File: src/rtl/wdg_pkg.sv
package wdg_pkg;

  localparam int unsigned KEY_W       = 7;
  localparam int unsigned CNT_FIELD_W = 8;
  localparam int unsigned RUN_BIT     = CNT_FIELD_W;
  localparam int unsigned KEY_LSB     = CNT_FIELD_W + 1;
  localparam int unsigned CTRL_W      = KEY_LSB + KEY_W;
  localparam int unsigned CNT_W       = CNT_FIELD_W + 1;

  typedef enum logic [1:0] {
    ESC_CLEAN   = 2'd0,
    ESC_WARNED  = 2'd1,
    ESC_TRIPPED = 2'd2
  } esc_state_e;

  // Field value to tick count: a zero field stands for the full range.
  function automatic logic [CNT_W-1:0] reload_of(input logic [CNT_FIELD_W-1:0] field);
    return (field == '0) ? {1'b1, {CNT_FIELD_W{1'b0}}} : {1'b0, field};
  endfunction

  // Key rule: free while disabled, complement of the stored key while enabled.
  function automatic logic key_ok(input logic enabled,
                                  input logic [KEY_W-1:0] stored,
                                  input logic [KEY_W-1:0] offered);
    return !enabled || (offered == ~stored);
  endfunction

endpackage

File: src/rtl/wdg_key_gate.sv
module wdg_key_gate
  import wdg_pkg::*;
(
  input  logic              clk,
  input  logic              rst_n,
  input  logic              wr_ctrl,
  input  logic [CTRL_W-1:0] wr_val,
  output logic [CTRL_W-1:0] ctrl_q,
  output logic              accept
);

  logic             enabled;
  logic [KEY_W-1:0] stored_key;
  logic [KEY_W-1:0] offered_key;

  assign enabled     = ctrl_q[RUN_BIT];
  assign stored_key  = ctrl_q[KEY_LSB +: KEY_W];
  assign offered_key = wr_val[KEY_LSB +: KEY_W];
  assign accept      = wr_ctrl && key_ok(enabled, stored_key, offered_key);

  always_ff @(posedge clk) begin
    if (!rst_n)      ctrl_q <= '0;
    else if (accept) ctrl_q <= wr_val;
  end

  AST_KEY_REJECT: assert property (@(posedge clk) disable iff (!rst_n)
    (wr_ctrl && enabled && (offered_key != ~stored_key)) |=> $stable(ctrl_q));
  AST_FREE_WHEN_OFF: assert property (@(posedge clk) disable iff (!rst_n)
    (wr_ctrl && !enabled) |=> (ctrl_q == $past(wr_val)));

endmodule

File: src/rtl/wdg_countdown.sv
module wdg_countdown
  import wdg_pkg::*;
#(
  parameter int unsigned GRACE_TICKS = 1
) (
  input  logic             clk,
  input  logic             rst_n,
  input  logic             load,
  input  logic [CNT_W-1:0] load_val,
  input  logic             load_run,
  input  logic             tick,
  input  logic             grace_load,
  input  logic             halt,
  output logic [CNT_W-1:0] count,
  output logic             running,
  output logic             expire
);

  localparam logic [CNT_W-1:0] GRACE_VAL = CNT_W'(GRACE_TICKS);

  // A load takes the cycle; a tick that coincides with it is dropped.
  assign expire = running && tick && (count == CNT_W'(1)) && !load;

  always_ff @(posedge clk) begin
    if (!rst_n) begin
      count   <= '0;
      running <= 1'b0;
    end else if (load) begin
      count   <= load_val;
      running <= load_run;
    end else if (grace_load) begin
      count   <= GRACE_VAL;
    end else if (halt) begin
      count   <= '0;
      running <= 1'b0;
    end else if (running && tick) begin
      count   <= count - CNT_W'(1);
    end
  end

  AST_RUN_NONZERO: assert property (@(posedge clk) disable iff (!rst_n)
    running |-> (count != '0));
  AST_HOLD_STOPPED: assert property (@(posedge clk) disable iff (!rst_n)
    (!running && !load) |=> $stable(count));
  AST_STEP_DOWN: assert property (@(posedge clk) disable iff (!rst_n)
    (running && tick && !load && (count > CNT_W'(1))) |=> (count == $past(count) - CNT_W'(1)));
  AST_IDLE_NO_TICK: assert property (@(posedge clk) disable iff (!rst_n)
    (running && !tick && !load) |=> $stable(count));

endmodule

File: src/rtl/wdg_escalate.sv
module wdg_escalate
  import wdg_pkg::*;
(
  input  logic clk,
  input  logic rst_n,
  input  logic accept,
  input  logic expire,
  output logic grace_load,
  output logic halt,
  output logic expired,
  output logic nmi,
  output logic reset_req
);

  esc_state_e state_q;

  assign grace_load = expire && (state_q == ESC_CLEAN);
  assign halt       = expire && (state_q != ESC_CLEAN);
  assign expired    = (state_q != ESC_CLEAN);

  always_ff @(posedge clk) begin
    if (!rst_n) begin
      state_q   <= ESC_CLEAN;
      nmi       <= 1'b0;
      reset_req <= 1'b0;
    end else begin
      if (accept) begin
        state_q <= ESC_CLEAN;
        nmi     <= 1'b0;
      end else if (grace_load) begin
        state_q <= ESC_WARNED;
        nmi     <= 1'b1;
      end else if (halt) begin
        state_q <= ESC_TRIPPED;
      end
      if (halt) reset_req <= 1'b1;
    end
  end

  AST_NMI_FIRST: assert property (@(posedge clk) disable iff (!rst_n)
    (expire && !expired) |=> (nmi && expired));
  AST_RESET_SECOND: assert property (@(posedge clk) disable iff (!rst_n)
    (expire && expired) |=> reset_req);
  AST_RESET_STICKY: assert property (@(posedge clk) disable iff (!rst_n)
    reset_req |=> reset_req);
  AST_ACCEPT_QUIET: assert property (@(posedge clk) disable iff (!rst_n)
    accept |=> (!nmi && !expired));
  AST_NO_BOTH: assert property (@(posedge clk) disable iff (!rst_n)
    !(accept && expire));

endmodule

File: src/rtl/wdg_keyed_top.sv
module wdg_keyed_top
  import wdg_pkg::*;
#(
  parameter int unsigned ADDR_W      = 8,
  parameter int unsigned DATA_W      = 16,
  parameter int unsigned CTRL_OFS    = 'h40,
  parameter int unsigned STAT_OFS    = 'h44,
  parameter int unsigned GRACE_TICKS = 1
) (
  input  logic              clk,
  input  logic              rst_n,
  input  logic              bus_wr,
  input  logic [ADDR_W-1:0] bus_addr,
  input  logic [DATA_W-1:0] bus_wdata,
  output logic [DATA_W-1:0] bus_rdata,
  input  logic              tick_en,
  output logic              nmi,
  output logic              reset_req
);

  localparam logic [ADDR_W-1:0] CTRL_A = ADDR_W'(CTRL_OFS);
  localparam logic [ADDR_W-1:0] STAT_A = ADDR_W'(STAT_OFS);

  // Named internal events shared by the submodules and the assertions.
  logic              sel_ctrl;
  logic              sel_stat;
  logic              wr_ctrl;
  logic [CTRL_W-1:0] wr_val;
  logic [CTRL_W-1:0] ctrl_q;
  logic              ctrl_accept;
  logic [CNT_W-1:0]  cnt_q;
  logic              cnt_running;
  logic              cnt_expire;
  logic              esc_grace;
  logic              esc_halt;
  logic              esc_expired;

  assign sel_ctrl = (bus_addr == CTRL_A);
  assign sel_stat = (bus_addr == STAT_A);
  assign wr_ctrl  = bus_wr && sel_ctrl;
  assign wr_val   = bus_wdata[CTRL_W-1:0];

  wdg_key_gate u_key (
    .clk    (clk),
    .rst_n  (rst_n),
    .wr_ctrl(wr_ctrl),
    .wr_val (wr_val),
    .ctrl_q (ctrl_q),
    .accept (ctrl_accept)
  );

  wdg_countdown #(.GRACE_TICKS(GRACE_TICKS)) u_cnt (
    .clk       (clk),
    .rst_n     (rst_n),
    .load      (ctrl_accept),
    .load_val  (reload_of(wr_val[CNT_FIELD_W-1:0])),
    .load_run  (wr_val[RUN_BIT]),
    .tick      (tick_en),
    .grace_load(esc_grace),
    .halt      (esc_halt),
    .count     (cnt_q),
    .running   (cnt_running),
    .expire    (cnt_expire)
  );

  wdg_escalate u_esc (
    .clk       (clk),
    .rst_n     (rst_n),
    .accept    (ctrl_accept),
    .expire    (cnt_expire),
    .grace_load(esc_grace),
    .halt      (esc_halt),
    .expired   (esc_expired),
    .nmi       (nmi),
    .reset_req (reset_req)
  );

  always_comb begin
    bus_rdata = '0;
    if (sel_ctrl)      bus_rdata = DATA_W'(ctrl_q);
    else if (sel_stat) bus_rdata = DATA_W'({esc_expired, cnt_q});
  end

  AST_LOAD_VALUE: assert property (@(posedge clk) disable iff (!rst_n)
    ctrl_accept |=> (cnt_q == reload_of($past(wr_val[CNT_FIELD_W-1:0]))));
  AST_LOAD_RUNSTATE: assert property (@(posedge clk) disable iff (!rst_n)
    ctrl_accept |=> (cnt_running == $past(wr_val[RUN_BIT])));
  AST_OFF_SILENT: assert property (@(posedge clk) disable iff (!rst_n)
    (!ctrl_q[RUN_BIT]) |-> !cnt_running);

endmodule

File: config.mk
export PLATFORM = sky130hd
export DESIGN_NAME = wdg_keyed_top
export DESIGN_NICKNAME = d
export VERILOG_FILES = /design/src/rtl/wdg_pkg.sv /design/src/rtl/wdg_key_gate.sv /design/src/rtl/wdg_countdown.sv /design/src/rtl/wdg_escalate.sv /design/src/rtl/wdg_keyed_top.sv
export SDC_FILE = /design/constraint.sdc
export NUM_CORES = 1
export LEC_CHECK = 0
export CAP_MARGIN = 5
export CORE_ASPECT_RATIO = 0.8
export CORE_MARGIN = 4
export CORE_UTILIZATION = 45
export DETAILED_ROUTE_END_ITERATION = 7
export GPL_TIMING_DRIVEN = 0
export MAX_ROUTING_LAYER = met4
export PLACE_DENSITY = 0.86
export SLEW_MARGIN = 0
export SYNTH_ARGS = -nofsm -noshare
export SYNTH_HDL_FRONTEND = slang
export SYNTH_HIERARCHICAL = 1
export SYNTH_SLANG_ARGS = --single-unit
export TNS_END_PERCENT = 50
File: constraint.sdc
create_clock -name clk -period 4.32 [get_ports clk]
set_clock_uncertainty 0.15 [all_clocks]
set_input_delay 0.864 -clock clk [delete_from_list [all_inputs] [get_ports clk]]
set_output_delay 0.864 -clock clk [all_outputs]
set_load 0.01 [all_outputs]
==> results.md, run 1 <==
- Status: completed
- Final Hold Vio Count: 0
- M1 wire length: about 2400 um
- I/O Buffers: between 40 and 50
- Syn Nets: around 270
- Clk buf depth: 2
- Initial antenna violation count: 0
- Avg WL per Cell: roughly 15 um
- Power Density: 211 mW/mm^2
- CP peak stage delay: ~560 ps
- Ports: 46
- Initial Utilization: around 48%
- Die ar.: 0.00534 mm^2
- Total vias in the final route: 1,909
- Drt pass-1 iters: 4
- DRC: 0
- Max Cap Violations: 0
- Number of global-route vias before repair: ~1,900
- Nets: between 300 and 400
- Clock Pin Slew Worst Setup and Hold Paths: roughly 60 ps
- Slowest stage cell, crit path: or4b_4
- Ranking of synthesized cells by area: dfxtp_1, mux2i_1, nand2_1, nor3_2, clkbuf_1
- Synth Flop Type: dfxtp_1
- Num CTS Buffers: 5
- Mapped Cells: 236
- Sequential fraction of the synthesis area: between 30% and 40%
- Final HPWL from detailed placement: 3930 um
- Mapped Area: roughly 0.0019 mm^2
- Final Non-Filler Cells: approximately 350
- Final WL: 5350 um
- Clk_lat worst skew: roughly 280 ps
- Final TNS setup: 0 ps
- Routed length on met2: about 2500 um
- Critical path arrival: around 4200 ps
- Synth cell types: 42
- Core Area: about 0.0039 mm^2
- Hold path cells: 2
- Synth warn: 6
- Die Y-Extent: between 60 and 70 um
- Slew Viols, Final: 0
- Num rows: 20
- Fmax: between 0.2 and 0.25 GHz
- Highest Signal Layer: met4
- Critical Path RT: between 4000 and 5000 ps
- Worst slew margin: a little over half
- Post-synth EDFFs: 0
- Hold-fix buffers, CTS: 0
- Vias/cell: approximately 5.4
- Leakage power: 0.931 nW
- Root Driver: clkbuf_8
- Startpoint types: input pin
- Antenna cells: 0
- Critical path peak fanout: 10
- Synth Register Bits: 30
- R2R cell count: 15
- Width of the chip: approximately 81 um
- Worst setup EP type: flip-flop
- RD Place Congestion: a little under 0.9
- Worst-path cell chain: clkdlybuf4s50_1 > or4b_4 > buf_12 > nor3_4 > nand4_1 > o22ai_2 > buf_6 > buf_12 > buf_8 > nor4_1 > nand2_1 > nor4_4 > or3b_4 > inv_1 > or3_4 > a41oi_2 > o21ai_1 > a21oi_1
- Routed met3 length: around 390 um
- Async SR Flop Fraction: 0%
- Most frequent cells in the layout: clkdlybuf4s50_1, nand2_1, dfxtp_1, mux2i_1, inv_1
- First-pass GRT wire length: 8600 um
- Tot GR Track Use: a little over a fifth
- Worst VDD drop: 0.190 mV
- Area Overhead vs Synth: 38.7%
- Most common cell after layout, fill and taps aside: clkdlybuf4s50_1
- Synth top area share: between 30% and 40%
- Final setup vio count: 0
- CTS sink count: 30
- CTS H-Tree Depth: 2
- Period utilisation layout: approximately 96%
- Post-Syn Area per Cell: approximately 8.1 um^2
- Setup Crit Path Kind: in -> reg
- Drt first-iter violations: about 190
- Synth area leader: dfxtp_1
- Largest net degree at the start of global routing: 19
- Crit path top cell by count: buf_12
- DRT antenna net count: 0
- Top delay family on crit path: simple AND/OR/NAND/NOR gates
- CTS tree: done
- GR Overflow Total: 0
- Worst hold path class: reg -> reg
- Worst Path Buf+Inv: 6
- Layout cell share with drive strength beyond 1: between 15 and 20%
- Crit. path cell count: 18
- Min Tclk post-route: between 4000 and 5000 ps
- Inst Count DP: 336
- Worst-Margin Slew: between 600 and 700 ps
## stage by stage
| stage | setup WS [ps] | util [%] | power (W) | hold WS (ps) | cell area, um^2 |
|---|---|---|---|---|---|
| 5_1_grt | -6.02 | 67.2 | 0.000579 | 327 | 2640 |
| 3_3_place_gp | -831 | 61.7 | 0.000345 | 293 | 2420 |
| 6_report | 192 | 67.2 | 0.000558 | 314 | 2640 |
| 4_1_cts | 22.2 | 64.3 | 0.000558 | 305 | 2530 |
| 3_5_place_dp | -943 | 61.7 | 0.000346 | 295 | 2420 |
| 2_1_floorplan | 18.7 | - | 0.000310 | 284 | 1900 |
## cells by family (layout without fill, tap and decap cells)
kind of cell | Yosys count | count (layout) | synth area share (%)
compound gates | 38 | 38 | 13.0
fa+ha+maj | 2 | 2 | 1.31
simple gates | 92 | 92 | 27.0
mux | 25 | 25 | 13.1
xor+xnor | 8 | 8 | 3.68
flops | 30 | 30 | 31.6
buf+inv | 41 | 102 | 10.4
## final timing paths
kind	from	endpoint	slack (ps)
setup reg to reg	u_key/ctrl_q[10]$_SDFFE_PN0P_	u_cnt/count[7]$_SDFFE_PN0P_	1200
hold reg to reg	u_esc/nmi$_SDFFE_PP0P_	u_esc/nmi$_SDFFE_PP0P_	310
hold / removal	u_esc/nmi$_SDFFE_PP0P_	u_esc/nmi$_SDFFE_PP0P_	310
setup / recovery	bus_addr[7]	u_cnt/count[5]$_SDFFE_PN0P_	190
## routing by layer
layer	global-route usage, %	vias to the layer above
met5	-	-
met4	8.23	0
met3	5.18	7
met2	33.0	78
met1	27.4	891
li1	-	933
## flip-flops by register name, summed over array words and instances, names as in the netlist
| name | flops |
|---|---|
| u_cnt/count | 9 |
| u_cnt/running | 1 |
| u_esc/nmi | 1 |
| u_esc/reset_req | 1 |
| u_esc/state_q | 2 |
| u_key/ctrl_q | 16 |
## worst reg2reg max path: cells and delay by family, from the launching register on
kind	cells	cell delay [ps]
and+or+nand+nor	7	1290
AOI/OAI and AO/OA	3	550
buffers and inverters	4	510
xor gates and xnor gates	1	190
DFF	1	330
## area by class of cell
type,instances,area (um^2)
fillers,316,1290
multi-input cells,165,1150
flip-flops and latches,30,601
repair buffers,58,548
plain buffers,19,124
clock buffers,7,76.3
well taps,55,68.8
inverters,18,67.6
## power breakdown
group          internal [W]  switching, W  leakage (nW)
Clock              0.000111      0.000102        0.0383
Sequential         0.000277   0.000000558         0.242
Combinational     0.0000356     0.0000312         0.651
## synth_stat cells (2+ instances only)
| cell | n |
|---|---|
| nand2_1 | 38 |
| dfxtp_1 | 30 |
| mux2i_1 | 25 |
| clkbuf_1 | 18 |
| inv_1 | 18 |
| a21oi_1 | 11 |
| nor3_1 | 10 |
| nor3_2 | 10 |
| o21ai_0 | 10 |
| nor2_1 | 7 |
| xor2_1 | 7 |
| and2_1 | 4 |
| nor4_1 | 4 |
| a31oi_1 | 3 |
| or3_1 | 3 |
| or4_1 | 3 |
| a21oi_2 | 2 |
| a41oi_1 | 2 |
| buf_6 | 2 |
| ha_1 | 2 |
| nand2b_1 | 2 |
| nand3_1 | 2 |
| nand4_1 | 2 |
| o211ai_1 | 2 |
| o21a_1 | 2 |
## repair_timing
action | in CTS | in global routing
setup endpoints to repair | 10 | 7
gates resized for setup | 6 | 8
pin swaps | 0 | 7
buffers inserted | 1 | 12
Power figures use the tool's default switching activity.
==> run 2: changes to the inputs <==
- HOLD_SLACK_MARGIN: unset -> 0.1
==> results of run 2 <==
No change in the layout: final DEF, timing and power equal those of run 1.
==> run 3: changes to the inputs <==
- CORE_UTILIZATION: 45 -> 46
- CTS_BUF_LIST: unset -> sky130_fd_sc_hd__clkbuf_4
- PLACE_DENSITY: 0.86 -> 0.87
- RECOVER_POWER: unset -> 50
==> run 3 against run 2 <==
Worst hold slack worse by 8.5 ps. Combinational power is 3.7% lower. Maximum frequency is 0.16% lower. Register-to-register slack worse by 150 ps. Core utilization is 1.0 points lower. Total power is 8.8% lower. Via count is 1.2% lower. Largest power group unchanged. Global-route usage is 0.66 points lower. Worst setup slack worse by 6.8 ps. Clock-buffer cell count is 1 lower.
==> results.md, run 3 (synthesis results as in run 1) <==
- Status: completed (unchanged)
- DP Area: 0.00242 mm^2 (unchanged)
- Num rows: 20 (unchanged)
- Die ar.: 0.00524 mm^2 (was 0.00534 mm^2)
- Drt pass-1 iters: 4 (unchanged)
- Startpoint types: input pin (unchanged)
- Inst Count DP: 336 (unchanged)
- CP peak stage delay: 560 ps (about the same)
- RD Place Congestion: 0.915 (was 0.891)
- Slew Viols, Final: 0 (unchanged)
- Total vias in the final route: 1,886 (was 1,909)
- Clk_lat worst skew: 330 ps (was 280 ps)
- Final WL: 5220 um (was 5350 um)
- I/O Buffers: 45 (unchanged)
- Tot GR Track Use: 20.8% (was 21.5%)
- Most common cell after layout, fill and taps aside: clkdlybuf4s50_1 (unchanged)
- Post-route setup slack: 186 ps (was 192 ps)
- Layout cell share with drive strength beyond 1: 14.1% (was 15.8%)
- Critical path peak fanout: 12 (was 10)
- Avg WL per Cell: 14.8 um (was 15.2 um)
- Area Overhead vs Synth: 35.8% (was 38.7%)
- Leakage power: 0.916 nW (was 0.931 nW)
- Worst hold path class: reg -> reg (unchanged)
- First-pass GRT wire length: 8390 um (was 8600 um)
- CTS sink count: 30 (unchanged)
- Initial antenna violation count: 0 (unchanged)
- Antenna cells: 0 (unchanged)
- Post-Place Setup Slack: -872 ps (was -943 ps)
- RSZ-0062 raised after global routing: no
- Power Density: 197 mW/mm^2 (was 211 mW/mm^2)
- Reg-to-reg startpoint: u_key/ctrl_q[13]$_SDFFE_PN0P_ (was u_key/ctrl_q[10]$_SDFFE_PN0P_)
- Ports: 46 (unchanged)
- Die Y-Extent: 65.5 um (was 66.2 um)
- Clock Pin Slew Worst Setup and Hold Paths: 100 ps (was 60 ps)
- Worst hold start: u_esc/nmi$_SDFFE_PP0P_ (unchanged)
- CTS tree: done (unchanged)
- Worst VDD drop: 0.179 mV (was 0.190 mV)
- Final Hold Vio Count: 0 (unchanged)
- Slowest stage cell, crit path: or4b_4 (unchanged)
- CTS H-Tree Depth: 2 (unchanged)
- Critical Path RT: 4440 ps (was 4380 ps)
- Drt first-iter violations: 173 (was 189)
- DRC: 0 (unchanged)
- Finished Core Util: 66.2% (was 67.2%)
- Min Tclk post-route: 4130 ps (about the same)
- Top delay family on crit path: simple AND/OR/NAND/NOR gates (unchanged)
- Number of global-route vias before repair: 1,766 (was 1,880)
- Most frequent cells in the layout: clkdlybuf4s50_1, nand2_1, dfxtp_1, mux2i_1 (was clkdlybuf4s50_1, nand2_1, dfxtp_1, mux2i_1, inv_1)
- Setup Crit Path Kind: in -> reg (unchanged)
- Num CTS Buffers: 5 (unchanged)
- Max Cap Violations: 0 (unchanged)
- Fmax: 0.242 GHz (about the same)
- Largest register by flop count: u_key/ctrl_q (unchanged)
- GR Overflow Total: 0 (unchanged)
- DRT antenna net count: 0 (unchanged)
- Worst-path cell chain: clkdlybuf4s50_1 > or4b_4 > buf_8 > nor3_4 > nand4_1 > o22ai_2 > buf_6 > buf_12 > clkbuf_8 > nor4_1 > nand2_1 > nor4_4 > or3b_1 > inv_1 > or3_4 > a41oi_2 > o21ai_1 > a21oi_1 (was clkdlybuf4s50_1 > or4b_4 > buf_12 > nor3_4 > nand4_1 > o22ai_2 > buf_6 > buf_12 > buf_8 > nor4_1 > nand2_1 > nor4_4 > or3b_4 > inv_1 > or3_4 > a41oi_2 > o21ai_1 > a21oi_1)
- Initial Utilization: 48.7% (was 48.4%)
- Final HPWL from detailed placement: 3800 um (was 3930 um)
- Post-route cell area: 0.00258 mm^2 (was 0.00264 mm^2)
- Clk buf depth: 2 (unchanged)
- Root Driver: clkbuf_4 (was clkbuf_8)
- Top flop regs: u_key/ctrl_q x16, u_cnt/count x9, u_esc/state_q x2 (unchanged)
- Crit path launch: bus_addr[7] (unchanged)
- Worst setup EP type: flip-flop (unchanged)
- Width of the chip: 79.9 um (was 80.7 um)
- Core Area: 0.00390 mm^2 (was 0.00393 mm^2)
- Final Non-Filler Cells: 352 (unchanged)
- Largest net degree at the start of global routing: 19 (unchanged)
- Worst-Margin Slew: 706 ps (was 695 ps)
- Worst Path Buf+Inv: 6 (unchanged)
- Period utilisation layout: 95.7% (was 95.5%)
- Vias/cell: 5.36 (was 5.42)
- Hold-fix buffers, CTS: 0 (unchanged)
- Max reg flops: 16 (unchanged)
- Final setup vio count: 0 (unchanged)
- Pwr Total: 0.000508 W (was 0.000558 W)
- Critical path arrival: 4260 ps (was 4190 ps)
- Nets: 326 (was 327)
- Worst slew margin: 52.9% (was 53.6%)
-- run 3: repair_timing --
item,in CTS,in global routing
setup buffers,1,11
hold endpoints to repair,0,0
pin swaps,0,7
endpoints found under the setup margin,9,7
gates resized for setup,6,5
-- run 3: per-stage QoR --
step / setup TNS, ps / hold WS (ps)
after floorplan: 0 / 284
after global placement: -6410 / 293
after detailed placement: -6950 / 296
after CTS: 0 / 313
after global routing: 0 / 326
final: 0 / 305
-- run 3: final cells by class --
type                            instances  area (um^2)
Buffer                                 19          118
Tap cell                               55         68.8
Clock inverter                          2         8.76
Timing Repair Buffer                   57          526
Multi-Input combinational cell        165         1150
Inverter                               18         67.6
Sequential cell                        30          601
Clock buffer                            6         45.0
Fill cell                             331         1320
-- run 3: worst paths after layout --
path              cells past startpoint  slack (ps)                     endpoint
hold / removal                        2         310       u_esc/nmi$_SDFFE_PP0P_
hold reg to reg                       2         310       u_esc/nmi$_SDFFE_PP0P_
setup / recovery                     18         190  u_cnt/count[5]$_SDFFE_PN0P_
setup reg to reg                     15        1050  u_cnt/count[7]$_SDFFE_PN0P_
-- run 3: routing by layer --
layer / up-vias / routed length, um / GRT usage [%]
met5: - / 0 / -
met4: 0 / 70 / 5.06
met3: 6 / 337 / 4.25
met2: 77 / 2360 / 31.9
met1: 880 / 2450 / 28.2
li1: 923 / - / -
-- run 3: power breakdown --
part	internal, W	leakage, nW	total, W	switching (W)
combinational	0.0000340	0.641	0.0000643	0.0000303
sequential	0.000277	0.242	0.000277	0.000000562
clock	0.0000673	0.0331	0.000167	0.0000994
total	0.000378	0.916	0.000508	0.000130
-- run 3: worst register-to-register path: stages, from the launching register on --
cell and delay [ps]:
dfxtp_1 350, xor2_1 190, nand4_1 120, o22ai_2 90
buf_6 130, buf_12 130, clkbuf_8 160, nor4_1 180
nand2_1 130, nor4_4 210, or3b_1 420, inv_1 140
nor3_2 70, nand2_1 210, a21oi_1 120, a2111oi_2 340
